===== config.mk =====
export PLATFORM = sky130hd
export DESIGN_NAME = reclk_ctrl
export DESIGN_NICKNAME = d
export VERILOG_FILES = /design/src/rtl/reclk_pkg.sv /design/src/rtl/rate_qual.sv /design/src/rtl/lock_track.sv /design/src/rtl/out_route.sv /design/src/rtl/reclk_ctrl.sv
export SDC_FILE = /design/constraint.sdc
export NUM_CORES = 1
export LEC_CHECK = 0
export CELL_PAD_IN_SITES_DETAIL_PLACEMENT = 1
export CELL_PAD_IN_SITES_GLOBAL_PLACEMENT = 1
export CORE_AREA = 2 2 39 41
export CTS_BUF_LIST = sky130_fd_sc_hd__clkbuf_4 sky130_fd_sc_hd__clkbuf_8
export DETAILED_ROUTE_END_ITERATION = 12
export DIE_AREA = 0 0 41 43
export GPL_ROUTABILITY_DRIVEN = 0
export PLACE_DENSITY_LB_ADDON = 0.1
export SETUP_SLACK_MARGIN = 0.3
export SKIP_LAST_GASP = 1
export SYNTH_ARGS = -nofsm -noshare
export SYNTH_HDL_FRONTEND = slang
export SYNTH_SLANG_ARGS = --single-unit

===== constraint.sdc =====
create_clock -name clk -period 2.18 [get_ports clk]
set_input_delay 0.545 -clock clk [delete_from_list [all_inputs] [get_ports clk]]
set_output_delay 0.545 -clock clk [all_outputs]
set_load 0.005 [all_outputs]

===== src/rtl/reclk_pkg.sv =====
// Shared encodings for the reclocker control logic.
// Assumes 2-bit codes for rate mode, detected class and output source.
package reclk_pkg;
    localparam int RATE_W  = 2;
    localparam int CLASS_W = 2;
    localparam int SEL_W   = 2;
    localparam int NUM_OUT = 2;

    typedef enum logic [SEL_W-1:0] {
        SRC_MUTE    = 2'd0,
        SRC_RETIMED = 2'd1,
        SRC_RAW     = 2'd2,
        SRC_CLOCK   = 2'd3
    } src_sel_t;

    localparam logic [CLASS_W-1:0] CLS_NONE  = 2'd0;
    localparam logic [CLASS_W-1:0] CLS_SD    = 2'd1;
    localparam logic [CLASS_W-1:0] CLS_HD    = 2'd2;
    localparam logic [CLASS_W-1:0] CLS_OTHER = 2'd3;

    localparam logic [RATE_W-1:0] MODE_AUTO = 2'd0;
    localparam logic [RATE_W-1:0] MODE_SD   = 2'd1;
    localparam logic [RATE_W-1:0] MODE_HD   = 2'd2;
    localparam logic [RATE_W-1:0] MODE_TEST = 2'd3;
endpackage


===== src/rtl/rate_qual.sv =====
// Decides whether the detected rate class is acceptable under the chosen
// rate mode. Assumes det_class is already synchronous to clk.
module rate_qual
    import reclk_pkg::*;
(
    input  logic [RATE_W-1:0]  rate_sel,
    input  logic [CLASS_W-1:0] det_class,
    output logic               rate_ok,
    output logic               test_mode
);
    logic class_known;

    // Class is one of the two rates the retimer can handle.
    always_comb class_known = (det_class == CLS_SD) || (det_class == CLS_HD);

    // Fixed modes reject the other class; auto and test accept both.
    always_comb begin
        unique case (rate_sel)
            MODE_SD: rate_ok = (det_class == CLS_SD);
            MODE_HD: rate_ok = (det_class == CLS_HD);
            default: rate_ok = class_known;
        endcase
    end

    // Reserved code raises the test indicator.
    always_comb test_mode = (rate_sel == MODE_TEST);

    always_comb begin
        a_fixed_sd_r5: assert (!(rate_sel == MODE_SD && det_class == CLS_HD && rate_ok));
    end
endmodule


===== src/rtl/lock_track.sv =====
// Registers lock-detect and the SD/HD flag. The flag is formed one cycle
// after lock so it is only valid once lock has settled.
module lock_track
    import reclk_pkg::*;
(
    input  logic               clk,
    input  logic               rst_n,
    input  logic               sig_present,
    input  logic               pll_locked,
    input  logic               force_bypass,
    input  logic               rate_ok,
    input  logic [CLASS_W-1:0] det_class,
    output logic               lock_q,
    output logic               sd_q
);
    logic [CLASS_W-1:0] cls_q;

    // Stage 1: lock qualification and class capture.
    always_ff @(posedge clk) begin
        if (!rst_n) begin
            lock_q <= 1'b0;
            cls_q  <= CLS_NONE;
        end else begin
            lock_q <= sig_present && pll_locked && !force_bypass && rate_ok;
            cls_q  <= det_class;
        end
    end

    // Stage 2: SD/HD flag, HD while unlocked.
    always_ff @(posedge clk) begin
        if (!rst_n) sd_q <= 1'b0;
        else        sd_q <= lock_q && (cls_q == CLS_SD);
    end

    p_forced_nolock_r3: assert property (@(posedge clk) disable iff (!rst_n)
        force_bypass |=> !lock_q);
    p_sd_after_lock_r8: assert property (@(posedge clk) disable iff (!rst_n)
        sd_q |-> $past(lock_q));
endmodule


===== src/rtl/out_route.sv =====
// Source select for one serial output. CLK_CAPABLE adds the clock mode
// used by the secondary output. Assumes lock is registered upstream.
module out_route
    import reclk_pkg::*;
#(
    parameter bit CLK_CAPABLE = 1'b0
) (
    input  logic     mute_n,
    input  logic     bypass,
    input  logic     clk_mode,
    output src_sel_t sel
);
    generate
        if (CLK_CAPABLE) begin : g_clk
            // Mute first, then clock mode muted when bypassed.
            always_comb begin
                if (!mute_n)       sel = SRC_MUTE;
                else if (clk_mode) sel = bypass ? SRC_MUTE : SRC_CLOCK;
                else               sel = bypass ? SRC_RAW : SRC_RETIMED;
            end
        end else begin : g_data
            // Mute first, then raw versus retimed data.
            logic unused_mode;
            always_comb unused_mode = clk_mode;
            always_comb begin
                if (!mute_n) sel = SRC_MUTE;
                else         sel = bypass ? SRC_RAW : SRC_RETIMED;
            end
        end
    endgenerate
endmodule


===== src/rtl/reclk_ctrl.sv =====
// Top of the reclocker control logic: rate qualification, lock/SD status
// and per-output source selects. Assumes all inputs are synchronous to clk.
module reclk_ctrl
    import reclk_pkg::*;
(
    input  logic               clk,
    input  logic               rst_n,
    input  logic [RATE_W-1:0]  rate_sel,
    input  logic               force_bypass,
    input  logic               mute_n,
    input  logic               sec_clk_mode,
    input  logic               sig_present,
    input  logic               pll_locked,
    input  logic [CLASS_W-1:0] det_class,
    output logic               lock_det,
    output logic               sd_flag,
    output logic [SEL_W-1:0]   pri_sel,
    output logic [SEL_W-1:0]   sec_sel,
    output logic               test_mode
);
    logic     rate_ok;
    logic     lock_q;
    logic     sd_q;
    logic     bypass;
    src_sel_t route_sel [NUM_OUT];

    rate_qual u_qual (
        .rate_sel  (rate_sel),
        .det_class (det_class),
        .rate_ok   (rate_ok),
        .test_mode (test_mode)
    );

    lock_track u_lock (
        .clk          (clk),
        .rst_n        (rst_n),
        .sig_present  (sig_present),
        .pll_locked   (pll_locked),
        .force_bypass (force_bypass),
        .rate_ok      (rate_ok),
        .det_class    (det_class),
        .lock_q       (lock_q),
        .sd_q         (sd_q)
    );

    // Retiming is skipped when forced or when not locked.
    always_comb bypass = force_bypass || !lock_q;

    // One router per output; index 1 is the clock-capable secondary.
    for (genvar k = 0; k < NUM_OUT; k++) begin : g_out
        out_route #(.CLK_CAPABLE(k == 1)) u_route (
            .mute_n   (mute_n),
            .bypass   (bypass),
            .clk_mode (sec_clk_mode),
            .sel      (route_sel[k])
        );
    end

    // Port mapping of status and selects.
    always_comb begin
        lock_det = lock_q;
        sd_flag  = sd_q;
        pri_sel  = route_sel[0];
        sec_sel  = route_sel[1];
    end

    p_mute_wins_r6: assert property (@(posedge clk) disable iff (!rst_n)
        !mute_n |-> (pri_sel == SRC_MUTE && sec_sel == SRC_MUTE));
    p_clock_needs_lock_r7: assert property (@(posedge clk) disable iff (!rst_n)
        (sec_sel == SRC_CLOCK) |-> (lock_det && sec_clk_mode));
    p_retimed_needs_lock_r4: assert property (@(posedge clk) disable iff (!rst_n)
        (pri_sel == SRC_RETIMED) |-> (lock_det && !force_bypass));
    p_forced_raw_r3: assert property (@(posedge clk) disable iff (!rst_n)
        (force_bypass && mute_n) |-> (pri_sel == SRC_RAW));
endmodule


# == Word-level counts from Yosys, hierarchy flattened ==
# Index checks and enable logic that the tools add are counted.
# word_totals
inputBits,11
ff_bits,4
out_inout_bits,7
# classes
eq_ne,6
n_mux,6
reduce_logical,8
# ops
operator,n
2-bit two-way mux,5
"2-bit by 1-bit == test with 1-bit output, second input constant",3
"2-bit == test, second input constant",3
1-bit logical AND,4
1-bit zero test,2
1-bit logical OR,2
1-bit case mux with 2 select lines,1

# == Longest topological paths before layout ==
# depth
ltp_word,5
mapped_depth,4

# == By module ==
# From an unflattened synthesis, not the netlist that was laid out.
# unflattened
cells_unflattened,26
area_unflattened_um2,264.0
# by_module_without_submodules
mod,n_inst,seq_area_each_um2,cells_per_inst,area_each_um2
lock_track,1,80.1,9,120.1
rate_qual,1,0.0,11,97.6
out_route (g_out[1].u_route),1,0.0,3,23.8
out_route (g_out[0].u_route),1,0.0,2,16.3
reclk_ctrl,1,0.0,1,6.3

# == Worst setup path before layout ==
# No wires, ideal clock.
# synth_path
kind,input to output
startpoint,in force_bypass
endpoint,out sec_sel[1]
arrival_time_ns,0.899
path_buffers,0
path_stages,3
setup_slack_ns,0.736
path_cell_list,nor2b_4 > xnor2_1 > and2_1
# synth_between
elab_chain_len,4
elab_cells_between_ends,5
classes_between,mux: 4; reduce/logical: 1
# synth_lines
item,line,text
start: declaration,reclk_ctrl.sv:9,"input logic force_bypass,"
1-bit logical OR *,reclk_ctrl.sv:47,always_comb bypass = force_bypass || !lock_q;
"2-bit two-way mux, on equally long branches","out_route.sv:19, out_route.sv:18",
2-bit two-way mux *,out_route.sv:18,else if (clk_mode) sel = bypass ? SRC_MUTE : SRC_CLOCK;
2-bit two-way mux *,out_route.sv:17,if (!mute_n) sel = SRC_MUTE;
end: declaration,reclk_ctrl.sv:18,"output logic [SEL_W-1:0] sec_sel,"
# Mark *: on every way between the ends. The rest lies on a longest branch, timed or not.

# == Final worst setup path ==
# layout_path
startpoint,in force_bypass
endpoint,out pri_sel[1]
# layout_between
elab_chain_len,3
# layout_lines
item,line,text
1-bit logical OR,reclk_ctrl.sv:47,
2-bit two-way mux,out_route.sv:27,else sel = bypass ? SRC_RAW : SRC_RETIMED;
2-bit two-way mux,out_route.sv:26,if (!mute_n) sel = SRC_MUTE;
end: declaration,reclk_ctrl.sv:17,"output logic [SEL_W-1:0] pri_sel,"
# Every way passes these cells.

==> impl_results.md <==
* Register area share after synthesis at 0.312
* Longest Clk Path Bufs at 2
* Register area at roughly 80 sq um
* Avg Cell Area, Syn at a little over 10 sq um
* CP bufs+invs at 2
* Cells taking the most area after synthesis: dfxtp_1, ha_1, and2_1
* Hold slack at ~490 ps
* Status: completed
* Largest family of logic cells by synthesized area: simple AND/OR/NAND/NOR gates
* Crit-path leading delay family: buffers and inverters
* Simple-gate share of the synthesized area at 0.288
* Yosys Warn Count at 0
* Slew Viols, Final at 0
* Worst path required time at approximately 1600 ps
* Worst path slowest cell: clkdlybuf4s15_2
* Vias in the first global route at 260
* Max_cap viols at 0
* Setup Skew at 0.127 ps
* Final setup vio count at 0
* Clock Latency Late Sink at about 230 ps
* Share of cells above drive strength 1 at 0.213
* Xor/xnor share of the synthesized area at 0.0341
* Core area at 0.00138 sq mm
* Post-synthesis mux area share at 0
* Row cnt at 14
* DR DRC count at 0
* Fmax at around 0.55 GHz
* IO Pins at 18
* Yosys top cell by area: dfxtp_1
* Synth-to-layout area growth at 85.4%
* Least-Margin Pin Slew at about 240 ps
* Ordered list of cells on the worst path: clkdlybuf4s15_2 -> nor2b_4 -> and2b_1 -> clkdlybuf4s15_1
* Max_slew headroom at 0.840
* Final worst setup slack at roughly 360 ps
* Post-DP HPWL at roughly 560 um
* Drt via density at 4.19
* Tcrit/Tclk final at 0.835
* Setup crit start kind: primary input
* Max H-tree Level at 1
* Cts bufs inserted at 3
* Post-Place Setup Slack at -295 ps
* Critical path arrival at around 1300 ps
* First-pass GRT wire length at about 950 um
* Global route overflow at 0
* # nets final at between 60 and 70
* Total Routing Usage GR at 0.0852
* Die Y at between 40 and 50 um
* Reg clk slew, reported paths at around 30 ps
* Worst hold path type: reg -> reg
* Die X at 41 um
* FF+latch count, synth at 4
* Compound-cell area share of the yosys netlist at 0.0634
* TritonCTS clock tree: yes
* Leak Pwr at between 0.2 and 0.25 nW
* Initial DRC Count at 3
* Hold buffers post-CTS at 0
* Mapped Nets at between 40 and 50
* Setup total negative slack at 0 ps
* Worst ir drop on vdd at ~0.13 mV
* Diodes inserted at 0
* CP max FO at 4
* CP peak stage delay at roughly 200 ps
* Crit path depth at 4
* Port bufs at 17
* Pwr dens at 434 mW/mm^2
* Pre-antenna DRT Iters at 4
* Initial Util at 0.185
* CP Capture Type: output pin
* Crit path kind: in -> out
* CTS Root Cell: clkbuf_4
* Die area at between 0.0015 and 0.002 sq mm
* Distinct cells, synth at 12
* Final Hold Viols at 0
* Share of Yosys cell area claimed by the top area cell type at 0.312
* Initial antenna violation count at 0
* Design Power at just over 200 uW
* RSZ-0062 raised after global routing: false
* Post-Synthesis Cells at 25
* ANT nets after route at 0
* Synth Cell Area at roughly 260 sq um
* Reg2reg path depth at 1
* Hold path cells at 1
* Clock net sink count at 4
* Routed length per instance at ~9.7 um
* Filler instances at ~170
* Multi-input logic area at around 160 sq um
* Adder-cell share of the synthesized area at 0.244
* Via count at 264
* Final Critical Period at between 1500 and 2000 ps
* WL final at 612 um
* Post-CTS Setup Repair Bufs at 0
* Largest net degree at the start of global routing at 5
## what timing repair did
item,in CTS,in global routing
setup endpoints to repair,5,1
pin swaps,0,2
gates resized for setup,12,3
## path summary, 6_finish.rpt
path,start,end,slack [ps]
max reg2reg,u_lock.lock_q$_SDFF_PN0_,u_lock.sd_q$_SDFF_PN0_,1590
max,force_bypass,pri_sel[1],360
min,u_lock.cls_q[0]$_SDFF_PN0_,u_lock.sd_q$_SDFF_PN0_,490
min reg2reg,u_lock.cls_q[0]$_SDFF_PN0_,u_lock.sd_q$_SDFF_PN0_,490
## logic make-up after synthesis
logic type,count (synthesis)
adder cells (fa/ha/maj),5
buffers and inverters,4
flip-flops,4
XOR/XNOR,1
AND/OR/NAND/NOR,9
AO/OA/AOI/OAI,2
## synth_stat cells
master    count
nand4b_1      1
ha_1          5
and2b_1       1
nor2b_4       1
inv_1         4
a221oi_1      1
a211oi_1      1
dfxtp_1       4
and4b_1       1
xnor2_1       1
and2_2        2
and2_1        3
## per-layer routing
| layer | track usage | up-vias | part of all wire |
|---|---|---|---|
| met4 | 0.0800 | 0 | 0.023 |
| met5 | 0 | - | 0 |
| li1 | - | 126 | - |
| met3 | 0.0314 | 2 | 0.095 |
| met2 | 0.147 | 13 | 0.56 |
| met1 | 0.0639 | 123 | 0.32 |
## registers in the layout, indices dropped and copies added (netlist names)
register and cells:
u_lock.cls_q 2, u_lock.lock_q 1, u_lock.sd_q 1
## cell usage in the layout (no fill, tap or decap), drive strengths merged
cell type / count
clkdlybuf4s50: 7
nor2b: 1
and2b: 1
clkdlybuf4s15: 2
a211oi: 1
and2: 5
clkbuf: 4
dlymetal6s2s: 1
xnor2: 1
nand4b: 1
a221oi: 1
buf: 2
inv: 4
ha: 5
dlygate4sd2: 6
and4b: 1
dfxtp: 4
## final cells by class
type | instances | area share
repair buffers | 19 | 0.371
multi-input cells | 17 | 0.339
flip-flops and latches | 4 | 0.168
clock buffers | 3 | 0.0474
well taps | 16 | 0.0421
inverters | 4 | 0.0316
## through the flow
| stage | cell area (sq um) | cells | utilization |
|---|---|---|---|
| CTS | 477 | 63 | 0.344 |
| detailed placement | 462 | 60 | 0.334 |
| floorplan | 256 | 25 | - |
| finish | 475 | 63 | 0.344 |
| global route | 475 | 63 | 0.344 |
| global placement | 462 | 60 | 0.334 |
## power breakdown
part           total, mW  internal [mW]  switching, mW
registers         0.0766         0.0760       0.000544
logic             0.0423         0.0274         0.0149
clock network     0.0877         0.0613         0.0264
(Power assumes the default switching activity.)
